File: src/rtl/mld_pkg.sv
package mld_pkg;

  typedef enum logic [1:0] {
    OP_IDLE     = 2'b00,
    OP_READ     = 2'b01,
    OP_WRITE    = 2'b10,
    OP_CONFLICT = 2'b11
  } bus_op_e;

  // number of byte-offset address bits for a given lane count
  function automatic int lane_bits(input int lanes);
    return (lanes == 4) ? 2 : 1;
  endfunction

  function automatic bus_op_e classify(input logic rd, input logic wr);
    return bus_op_e'({wr, rd});
  endfunction

endpackage

File: src/rtl/mld_addr_match.sv
module mld_addr_match #(
  parameter int MATCH_W     = 3,
  parameter int FULL_DECODE = 1,
  parameter int PARTIAL_W   = 1,
  parameter logic [MATCH_W-1:0] BASE_TAG = '0
) (
  input  logic [MATCH_W-1:0] tag,
  output logic               hit
);
  localparam int CMP_W = (FULL_DECODE != 0) ? MATCH_W : PARTIAL_W;

  // compare only the upper CMP_W tag bits; lower ones are left open
  generate
    if (CMP_W >= MATCH_W) begin : g_full
      assign hit = (tag == BASE_TAG);
    end else begin : g_part
      assign hit = (tag[MATCH_W-1 -: CMP_W] == BASE_TAG[MATCH_W-1 -: CMP_W]);
    end
  endgenerate

endmodule

File: src/rtl/mld_row_dec.sv
module mld_row_dec #(
  parameter int ROW_W = 2,
  localparam int NUM_DEV = 1 << ROW_W
) (
  input  logic               en,
  input  logic [ROW_W-1:0]   row,
  output logic [NUM_DEV-1:0] sel
);
  genvar g;
  generate
    for (g = 0; g < NUM_DEV; g++) begin : g_row
      assign sel[g] = en && (row == ROW_W'(g));
    end
  endgenerate
endmodule

File: src/rtl/mld_lane_ctl.sv
module mld_lane_ctl #(
  parameter int LANES = 2
) (
  input  logic             do_read,
  input  logic             do_write,
  input  logic             ready,
  input  logic [LANES-1:0] byte_en_n,
  output logic [LANES-1:0] lane_oe,
  output logic [LANES-1:0] lane_we
);
  genvar g;
  generate
    for (g = 0; g < LANES; g++) begin : g_lane
      // reads open every lane; the requester picks its bytes
      assign lane_oe[g] = do_read;
      // writes touch only enabled lanes, and only on the completion cycle
      assign lane_we[g] = do_write && ready && !byte_en_n[g];
    end
  endgenerate
endmodule

File: src/rtl/mld_wait_timer.sv
module mld_wait_timer #(
  parameter int WAIT_STATES = 2,
  localparam int CNT_W = (WAIT_STATES > 0) ? $clog2(WAIT_STATES + 1) : 1
) (
  input  logic clk,
  input  logic rst_n,
  input  logic active,
  output logic ready
);
  logic [1:0]       rst_sync_q;
  logic             run_en;
  logic [CNT_W-1:0] cnt_q;
  logic [CNT_W-1:0] cnt_d;
  logic             cnt_done;

  // reset asserted at once, released on a clock edge
  always_ff @(posedge clk or negedge rst_n) begin
    if (!rst_n) rst_sync_q <= 2'b00;
    else        rst_sync_q <= {rst_sync_q[0], 1'b1};
  end
  assign run_en = rst_sync_q[1];

  assign cnt_done = (cnt_q == CNT_W'(WAIT_STATES));

  always_comb begin
    if (!active)       cnt_d = '0;
    else if (cnt_done) cnt_d = cnt_q;
    else               cnt_d = cnt_q + 1'b1;
  end

  always_ff @(posedge clk or negedge rst_n) begin
    if (!rst_n)      cnt_q <= '0;
    else if (run_en) cnt_q <= cnt_d;
  end

  assign ready = !active || cnt_done;

endmodule

File: src/rtl/mem_lane_decoder.sv
module mem_lane_decoder
  import mld_pkg::*;
#(
  parameter int ADDR_W      = 20,
  parameter int LANES       = 2,
  parameter int DEV_AW      = 14,
  parameter int ROW_W       = 2,
  parameter logic [ADDR_W-1:0] BASE_ADDR = 20'hC0000,
  parameter int FULL_DECODE = 1,
  parameter int PARTIAL_W   = 1,
  parameter int WAIT_STATES = 2,
  localparam int LSB_W   = lane_bits(LANES),
  localparam int NUM_DEV = 1 << ROW_W,
  localparam int ROW_LO  = LSB_W + DEV_AW,
  localparam int TAG_LO  = ROW_LO + ROW_W,
  localparam int MATCH_W = ADDR_W - TAG_LO
) (
  input  logic                    clk,
  input  logic                    rst_n,
  input  logic [ADDR_W-1:LSB_W]   word_addr,
  input  logic [LANES-1:0]        byte_en_n,
  input  logic                    rd,
  input  logic                    wr,
  output logic [NUM_DEV-1:0]      dev_sel,
  output logic [DEV_AW-1:0]       dev_addr,
  output logic [LANES-1:0]        lane_oe,
  output logic [LANES-1:0]        lane_we,
  output logic                    ready
);
  localparam logic [MATCH_W-1:0] BASE_TAG = BASE_ADDR[ADDR_W-1:TAG_LO];

  bus_op_e op;
  logic    hit;
  logic    active;
  logic    do_read;
  logic    do_write;

  assign op       = classify(rd, wr);
  assign active   = hit && (op == OP_READ || op == OP_WRITE);
  assign do_read  = hit && (op == OP_READ);
  assign do_write = hit && (op == OP_WRITE);
  assign dev_addr = word_addr[LSB_W +: DEV_AW];

  mld_addr_match #(
    .MATCH_W    (MATCH_W),
    .FULL_DECODE(FULL_DECODE),
    .PARTIAL_W  (PARTIAL_W),
    .BASE_TAG   (BASE_TAG)
  ) u_match (
    .tag(word_addr[ADDR_W-1:TAG_LO]),
    .hit(hit)
  );

  mld_row_dec #(.ROW_W(ROW_W)) u_rows (
    .en (active),
    .row(word_addr[ROW_LO +: ROW_W]),
    .sel(dev_sel)
  );

  mld_wait_timer #(.WAIT_STATES(WAIT_STATES)) u_wait (
    .clk   (clk),
    .rst_n (rst_n),
    .active(active),
    .ready (ready)
  );

  mld_lane_ctl #(.LANES(LANES)) u_lanes (
    .do_read  (do_read),
    .do_write (do_write),
    .ready    (ready),
    .byte_en_n(byte_en_n),
    .lane_oe  (lane_oe),
    .lane_we  (lane_we)
  );

endmodule

File: config.mk
export PLATFORM = sky130hd
export DESIGN_NAME = mem_lane_decoder
export DESIGN_NICKNAME = d
export VERILOG_FILES = /design/src/rtl/mld_pkg.sv /design/src/rtl/mld_addr_match.sv /design/src/rtl/mld_row_dec.sv /design/src/rtl/mld_lane_ctl.sv /design/src/rtl/mld_wait_timer.sv /design/src/rtl/mem_lane_decoder.sv
export SDC_FILE = /design/constraint.sdc
export NUM_CORES = 1
export LEC_CHECK = 0
export BUFFER_PORTS_ARGS = -buffer_cell sky130_fd_sc_hd__buf_2
export CORE_MARGIN = 2
export CORE_UTILIZATION = 28
export DETAILED_ROUTE_END_ITERATION = 8
export PLACE_DENSITY = 0.72
export SLEW_MARGIN = 20
export SYNTH_ARGS = -nofsm -noshare
export SYNTH_HDL_FRONTEND = slang
export SYNTH_SLANG_ARGS = --single-unit
File: constraint.sdc
create_clock -name clk -period 1 [get_ports clk]
set_input_delay 0.05 -clock clk [delete_from_list [all_inputs] [get_ports clk]]
set_output_delay 0.05 -clock clk [all_outputs]
set_load 0.05 [all_outputs]
==> results of run 1 <==
==> stage by stage <==
| stage | instances | hold slack [ns] | utilization (%) | TNS [ns] |
|---|---|---|---|---|
| global placement | 67 | -0.145 | 37.5 | -1.98 |
| floorplan | 44 | -0.246 | - | -0.876 |
| CTS | 72 | 0.100 | 46.2 | -1.66 |
| detailed placement | 67 | -0.143 | 37.5 | -2.06 |
| global route | 74 | 0.100 | 50.7 | -2.04 |
| finish | 74 | 0.100 | 50.7 | -1.67 |
==> power by group through the flow <==
stage | registers [mW] | logic (mW) | clock network (mW)
after floorplan | 0.174 | 0.208 | 0
after global placement | 0.174 | 0.110 | 0
after detailed placement | 0.175 | 0.112 | 0
after CTS | 0.173 | 0.134 | 0.207
after global routing | 0.173 | 0.157 | 0.220
final | 0.173 | 0.145 | 0.191
==> area by class of cell <==
| type | count | area [sq um] | area share (%) |
|---|---|---|---|
| clock buffers | 3 | 22.5 | 3.33 |
| inverters | 4 | 17.5 | 2.59 |
| multi-input cells | 20 | 277 | 40.9 |
| flip-flops and latches | 4 | 100 | 14.8 |
| well taps | 15 | 18.8 | 2.78 |
| repair buffers | 28 | 240 | 35.6 |
==> worst max-delay path, delay by kind of cell (launching register included) <==
| family | cells | cell delay (ns) |
|---|---|---|
| buffers and inverters | 1 | 0.15 |
| AND/OR/NAND/NOR | 1 | 0.08 |
| adder cells (fa/ha/maj) | 1 | 0.18 |
| flip-flops | 1 | 0.40 |
| AO/OA/AOI/OAI | 1 | 0.24 |
==> cells in the final DEF (no fill, tap or decap), drive strengths merged, types with 2 or more instances in the layout <==
cell type  instances
buf               27
dfrtp              4
inv                4
nor2               3
clkbuf             3
ha                 3
and3               2
==> final timing paths <==
| path | cells past startpoint | endpoint | slack, ns | startpoint |
|---|---|---|---|---|
| hold / removal | 0 | dev_addr[0] | 0.10 | word_addr[1] |
| hold reg to reg | 0 | u_wait.rst_sync_q[1] | 0.35 | u_wait.rst_sync_q[0] |
| setup reg to reg | 5 | u_wait.cnt_q[1] | -0.19 | u_wait.cnt_q[1] |
| setup / recovery | 4 | lane_we[0] | -0.34 | u_wait.cnt_q[1] |
| max in group asynchronous | 2 | u_wait.rst_sync_q[0] | 0.73 | rst_n |
| min in group asynchronous | 2 | u_wait.cnt_q[0] | 0.15 | rst_n |
==> routing by layer <==
metal | global-route usage (%) | up-vias | share of wire (%)
met4 | 9.38 | 0 | 1.7
met2 | 16.9 | 16 | 52
met1 | 9.11 | 132 | 35
met5 | 0 | - | 0
met3 | 4.31 | 6 | 12
li1 | - | 158 | -
==> state kept, by name, indices dropped and copies added (netlist names) <==
register,count
u_wait.cnt_q,2
u_wait.rst_sync_q,2
==> cells by family (layout without fill, tap and decap cells) <==
group | after synthesis | count (layout)
AO/OA/AOI/OAI | 3 | 3
adder cells (fa/ha/maj) | 3 | 3
buffers and inverters | 20 | 35
flip-flops | 4 | 4
multiplexers | 1 | 1
other | 1 | 1
AND/OR/NAND/NOR | 12 | 12
==> repair_timing <==
action,in CTS,in global routing
hold buffers,1,0
buffers inserted,1,2
endpoints found under the setup margin,9,9
gates resized for setup,21,9
pin swaps,6,3
endpoints found under the hold margin,4,0
==> run_summary.xml, run 1 <==
<?xml version="1.0" encoding="UTF-8"?>
<metrics>
  <group name="outcome">
    <metric name="run_status" unit="">complete, but fails checks</metric>
    <metric name="violations" unit="">negative setup slack</metric>
  </group>
  <group name="power_and_ir_drop">
    <metric name="p_total" unit="uW">509</metric>
    <metric name="switching_share_of_total_power" unit="%">25.8</metric>
    <metric name="cellLeakagePower" unit="nW">0.325</metric>
    <metric name="internal-power" unit="uW">378</metric>
    <metric name="pwr-share-comb" unit="%">28.5</metric>
    <metric name="max-vdd-ir-drop" unit="uV">601</metric>
    <metric name="net-switching-power" unit="uW">131</metric>
    <metric name="power.share.sequential" unit="%">34.0</metric>
    <metric name="power_per_cell_area" unit="nW/um^2">753</metric>
    <metric name="power_frac_clock" unit="%">37.5</metric>
  </group>
  <group name="route">
    <metric name="detail_route.vias_per_cell" unit="">4.22</metric>
    <metric name="wl_per_cell" unit="um">10.9</metric>
    <metric name="drt_iter0_drc" unit="">4</metric>
    <metric name="first_pass_iters" unit="">4</metric>
    <metric name="routed_wl" unit="um">807</metric>
    <metric name="vias" unit="">312</metric>
    <metric name="ant_nets" unit="">0</metric>
    <metric name="post-route-drc-count" unit="">0</metric>
  </group>
  <group name="worst_setup_path">
    <metric name="timing.critical_path.arrival" unit="ns">1.29</metric>
    <metric name="critical-path-slowest-cell" unit="">dfrtp_1</metric>
    <metric name="crit_path_end_kind" unit="">primary output</metric>
    <metric name="critPathKind" unit="">flip-flop to primary output</metric>
    <metric name="cp.required" unit="ns">0.95</metric>
    <metric name="timing.critical_path.cells" unit="">ha_4 -&gt; o2111ai_4 -&gt; nor2_4 -&gt; buf_8</metric>
    <metric name="launching_element_type_of_the_critical_path" unit="">flip-flop</metric>
    <metric name="critical-path-max-stage-delay" unit="ns">0.40</metric>
    <metric name="worstPathMaxFanout" unit="">2</metric>
  </group>
  <group name="synth">
    <metric name="synth_top_family_by_area" unit="">buffers and inverters</metric>
    <metric name="synth_sequential_area_ratio" unit="%">24.3</metric>
    <metric name="yosys_register_bits" unit="">4</metric>
    <metric name="synth-async-reset-ratio" unit="%">100</metric>
    <metric name="synthesis.nets" unit="">72</metric>
    <metric name="synth_area_in_compound_gates" unit="%">7.90</metric>
    <metric name="postSynthCellCount" unit="">44</metric>
    <metric name="synth_most_common_cell" unit="">buf_4</metric>
    <metric name="synth_top_cells_by_count" unit="">buf_4, dfrtp_1, inv_1</metric>
    <metric name="synth_warn" unit="">0</metric>
    <metric name="synth_top_cells_by_area" unit="">buf_4, dfrtp_1, ha_1</metric>
    <metric name="synth-main-ff-cell" unit="">dfrtp_1</metric>
    <metric name="synth.distinct_cells" unit="">18</metric>
    <metric name="synth_edf_count" unit="">0</metric>
    <metric name="synthXorXnorAreaFrac" unit="%">0</metric>
    <metric name="synth_simple_gate_area_share" unit="%">22.5</metric>
    <metric name="synthDominantCellAreaShare" unit="%">29.2</metric>
    <metric name="post_synth.cell_area_avg" unit="sq um">9.36</metric>
    <metric name="synth-adder-area-share" unit="%">9.12</metric>
    <metric name="synth.cell_area" unit="sq um">412</metric>
    <metric name="synth_mux_area_share" unit="%">2.43</metric>
    <metric name="post-synth-top-area-cell" unit="">buf_4</metric>
  </group>
  <group name="run">
    <metric name="drv_cap" unit="">0</metric>
  </group>
  <group name="floorplanning">
    <metric name="floorplan.die_area" unit="sq um">1790</metric>
    <metric name="io-pin-count" unit="">48</metric>
    <metric name="placeableCoreArea" unit="sq um">1330</metric>
    <metric name="die_x" unit="um">42.3</metric>
    <metric name="initial_core_utilization" unit="%">30.9</metric>
    <metric name="placement_rows" unit="">13</metric>
    <metric name="floorplan.die.height" unit="um">42.3</metric>
  </group>
  <group name="sta">
    <metric name="rsz0062_at_grt" unit="">yes</metric>
    <metric name="final_hold_viol_count" unit="">0</metric>
    <metric name="fin_crit" unit="ns">1.34</metric>
    <metric name="post-route-period-util" unit="%">134</metric>
    <metric name="fin_worst_skew" unit="ns">0.00181</metric>
    <metric name="timing.final.max_slew_violations" unit="">0</metric>
    <metric name="final.setup.worst_slack" unit="ns">-0.337</metric>
    <metric name="max_freq" unit="GHz">0.748</metric>
    <metric name="finalSetupViolCount" unit="">9</metric>
  </group>
  <group name="worst_hold_path">
    <metric name="hold_path.class" unit="">primary input to primary output</metric>
  </group>
  <group name="final_layout">
    <metric name="area.growth.synth_to_final" unit="%">64.1</metric>
    <metric name="antenna_diodes" unit="">0</metric>
    <metric name="finish.net_count" unit="">89</metric>
    <metric name="filler_cell_count" unit="">124</metric>
    <metric name="proportion_of_layout_cells_with_a_drive_suffix_above_1" unit="%">79.7</metric>
    <metric name="layout.cell_area.non_filler" unit="sq um">676</metric>
  </group>
  <group name="global_routing">
    <metric name="gr-total-overflow" unit="">0</metric>
    <metric name="largest_net_degree_at_the_start_of_global_routing" unit="">6</metric>
    <metric name="grt_pass1_vias" unit="">337</metric>
    <metric name="grt_pass1_wl" unit="mm">1.37</metric>
    <metric name="gr-usage-all-layers" unit="%">10.2</metric>
    <metric name="grt_antenna_before_repair" unit="">0</metric>
  </group>
  <group name="clock_network">
    <metric name="clock_insertion_delay_worst_skew" unit="ns">0.23</metric>
    <metric name="cts.reportedPaths.clkPinSlew" unit="ns">0.03</metric>
    <metric name="htree_levels" unit="">1</metric>
    <metric name="cts_buffer_depth" unit="">2</metric>
    <metric name="tritoncts.num_buffers" unit="">3</metric>
    <metric name="cts_tree" unit="">yes</metric>
    <metric name="buffer_cell_driving_the_clock_tree_root" unit="">clkbuf_4</metric>
    <metric name="clock-sinks" unit="">4</metric>
  </group>
  <group name="placed_design">
    <metric name="gpl.final_weighted_congestion" unit="">0.616</metric>
    <metric name="hpwl" unit="um">600</metric>
    <metric name="placement.setup.worst_slack" unit="ns">-0.257</metric>
    <metric name="cell_area_reported_after_detailed_placement" unit="sq um">500</metric>
    <metric name="buffer_ports.inserted" unit="">19</metric>
  </group>
</metrics>
No activity file was read; power rests on OpenSTA's default activity.
==> run 2: changes to the inputs <==
CORE_MARGIN = default   (was 2)
==> run_summary.xml, run 2 (same netlist as run 1, synthesis figures left out) <==
<?xml version="1.0" encoding="UTF-8"?>
<metrics>
  <group name="power_and_ir_drop">
    <metric name="power_per_cell_area" unit="nW/um^2">787</metric>
    <metric name="max-vdd-ir-drop" unit="uV">484</metric>
    <metric name="p_total" unit="uW">514</metric>
    <metric name="cellLeakagePower" unit="nW">0.312</metric>
  </group>
  <group name="global_routing">
    <metric name="grt_pass1_vias" unit="">314</metric>
    <metric name="grt_pass1_wl" unit="mm">1.17</metric>
    <metric name="gr-total-overflow" unit="">0</metric>
    <metric name="grt_antenna_before_repair" unit="">0</metric>
    <metric name="largest_net_degree_at_the_start_of_global_routing" unit="">6</metric>
    <metric name="gr-usage-all-layers" unit="%">11.3</metric>
  </group>
  <group name="route">
    <metric name="first_pass_iters" unit="">2</metric>
    <metric name="post-route-drc-count" unit="">0</metric>
    <metric name="wl_per_cell" unit="um">12.0</metric>
    <metric name="ant_nets" unit="">0</metric>
    <metric name="detail_route.vias_per_cell" unit="">4.30</metric>
    <metric name="vias" unit="">314</metric>
    <metric name="drt_iter0_drc" unit="">1</metric>
    <metric name="routed_wl" unit="um">876</metric>
  </group>
  <group name="sta">
    <metric name="finalSetupViolCount" unit="">9</metric>
    <metric name="rsz0062_at_grt" unit="">yes</metric>
    <metric name="timing.final.max_slew_violations" unit="">0</metric>
    <metric name="fin_hold_ws" unit="ns">0.100</metric>
    <metric name="fin_worst_skew" unit="ns">0.00425</metric>
    <metric name="max_freq" unit="GHz">0.743</metric>
    <metric name="post-route-period-util" unit="%">135</metric>
    <metric name="final_hold_viol_count" unit="">0</metric>
    <metric name="fin_crit" unit="ns">1.35</metric>
    <metric name="final.setup.worst_slack" unit="ns">-0.345</metric>
  </group>
  <group name="worst_setup_path">
    <metric name="critical-path-max-stage-delay" unit="ns">0.40</metric>
    <metric name="critPathKind" unit="">flip-flop to primary output</metric>
    <metric name="worstReg2RegEnd" unit="">u_wait.cnt_q[0]</metric>
    <metric name="worst-r2r-cell-count" unit="">4</metric>
    <metric name="crit_path_end" unit="">lane_we[1]</metric>
    <metric name="worstPathMaxFanout" unit="">2</metric>
    <metric name="cp.required" unit="ns">0.95</metric>
    <metric name="launching_element_type_of_the_critical_path" unit="">flip-flop</metric>
    <metric name="timing.critical_path.cells" unit="">ha_4 -&gt; o2111ai_4 -&gt; nor2_4 -&gt; buf_8</metric>
    <metric name="critPathLaunch" unit="">u_wait.cnt_q[1]</metric>
    <metric name="crit_path_end_kind" unit="">primary output</metric>
    <metric name="timing.critical_path.arrival" unit="ns">1.30</metric>
    <metric name="critical-path-slowest-cell" unit="">dfrtp_1</metric>
    <metric name="crit-reg2reg-launch" unit="">u_wait.cnt_q[1]</metric>
    <metric name="rrSetupSlack" unit="ns">-0.07</metric>
  </group>
  <group name="final_layout">
    <metric name="layout.cell_area.non_filler" unit="sq um">653</metric>
    <metric name="finish.net_count" unit="">88</metric>
    <metric name="antenna_diodes" unit="">0</metric>
    <metric name="proportion_of_layout_cells_with_a_drive_suffix_above_1" unit="%">79.3</metric>
    <metric name="reg.largest.list" unit="">u_wait.cnt_q x2, u_wait.rst_sync_q x2</metric>
    <metric name="area.growth.synth_to_final" unit="%">58.7</metric>
    <metric name="layout.cells.most_common" unit="">buf_2</metric>
    <metric name="mostFrequentLayoutCells" unit="">buf_2, buf_4, buf_6</metric>
    <metric name="filler_cell_count" unit="">133</metric>
  </group>
  <group name="floorplanning">
    <metric name="floorplan.die_area" unit="sq um">1630</metric>
    <metric name="initial_core_utilization" unit="%">30.9</metric>
    <metric name="placeableCoreArea" unit="sq um">1330</metric>
    <metric name="die_x" unit="um">40.3</metric>
    <metric name="placement_rows" unit="">13</metric>
    <metric name="floorplan.die.height" unit="um">40.3</metric>
    <metric name="io-pin-count" unit="">48</metric>
  </group>
  <group name="clock_network">
    <metric name="cts_buffer_depth" unit="">2</metric>
    <metric name="cts.reportedPaths.clkPinSlew" unit="ns">0.04</metric>
    <metric name="buffer_cell_driving_the_clock_tree_root" unit="">clkbuf_4</metric>
    <metric name="clock-sinks" unit="">4</metric>
    <metric name="tritoncts.num_buffers" unit="">3</metric>
    <metric name="clock_insertion_delay_worst_skew" unit="ns">0.23</metric>
    <metric name="cts_tree" unit="">yes</metric>
    <metric name="htree_levels" unit="">1</metric>
  </group>
  <group name="outcome">
    <metric name="violations" unit="">negative setup slack</metric>
    <metric name="run_status" unit="">complete, but fails checks</metric>
  </group>
  <group name="worst_hold_path">
    <metric name="hold_path.class" unit="">primary input to primary output</metric>
  </group>
  <group name="placed_design">
    <metric name="hpwl" unit="um">655</metric>
    <metric name="cell_area_reported_after_detailed_placement" unit="sq um">500</metric>
    <metric name="buffer_ports.inserted" unit="">19</metric>
    <metric name="gpl.final_weighted_congestion" unit="">0.569</metric>
  </group>
  <group name="run">
    <metric name="drv_cap" unit="">0</metric>
  </group>
</metrics>
-- run 2: cell types whose count changed in the layout (fill, tap and decap cells not counted) --
cell,previous run,this run
a21boi_4,1,0
buf_8,4,3
a21boi_2,0,1
-- run 2: layout make-up --
class	count	area [sq um]	area share (%)
repair buffers	27	225	34.5
flip-flops and latches	4	100	15.3
clock buffers	3	22.5	3.45
multi-input cells	20	269	41.2
well taps	15	18.8	2.87
inverters	4	17.5	2.68
-- run 2: power by group --
group          switching [mW]  internal (mW)  total, mW
Sequential            0.00427          0.169      0.173
Combinational          0.0722         0.0711      0.143
Clock                  0.0632          0.134      0.197
-- run 2: worst min path at each step --
stage / to / cells past startpoint / slack [ns] / startpoint
6_report: dev_addr[0] / 0 / 0.10 / word_addr[1]
5_1_grt: dev_addr[13] / 0 / 0.10 / word_addr[14]
4_1_cts: dev_addr[10] / 0 / 0.10 / word_addr[11]
3_5_place_dp: u_wait.rst_sync_q[0] / 1 / -0.14 / rst_n
3_3_place_gp: u_wait.rst_sync_q[0] / 1 / -0.14 / rst_n
2_1_floorplan: u_wait.cnt_q[0] / 0 / -0.25 / rst_n
-- run 2: routing by layer --
| layer | vias up | part of all wire, % | global-route usage [%] |
|---|---|---|---|
| met5 | - | 0 | 0 |
| met1 | 143 | 36 | 9.76 |
| li1 | 154 | - | - |
| met2 | 17 | 55 | 22.6 |
| met3 | 0 | 8.4 | 2.22 |
| met4 | 0 | 0 | 7.50 |
-- run 2: what timing repair did --
action / CTS / global route
gates resized for setup: 22 / 6
setup endpoints to repair: 9 / 9
cloned: 0 / 0
endpoints found under the hold margin: 4 / 0
buffers inserted: 1 / 1
pin swaps: 6 / 2
hold buffers: 1 / 0
-- run 2: worst max-delay path, delay by kind of cell, from the launching register on --
family	cells	cell delay, ns
flops	1	0.40
compound gates	1	0.26
fa+ha+maj	1	0.18
buf+inv	1	0.15
simple gates	1	0.07
-- run 2: per-stage QoR --
stage               setup WS (ns)  TNS [ns]  cells  util, %
global placement           -0.242     -1.96     67     37.5
CTS                        -0.379     -1.68     72     46.2
detailed placement         -0.259     -2.08     67     37.5
global route               -0.407     -1.83     73     49.0
floorplan                  -0.215    -0.876     44        -
finish                     -0.345     -1.47     73     49.0
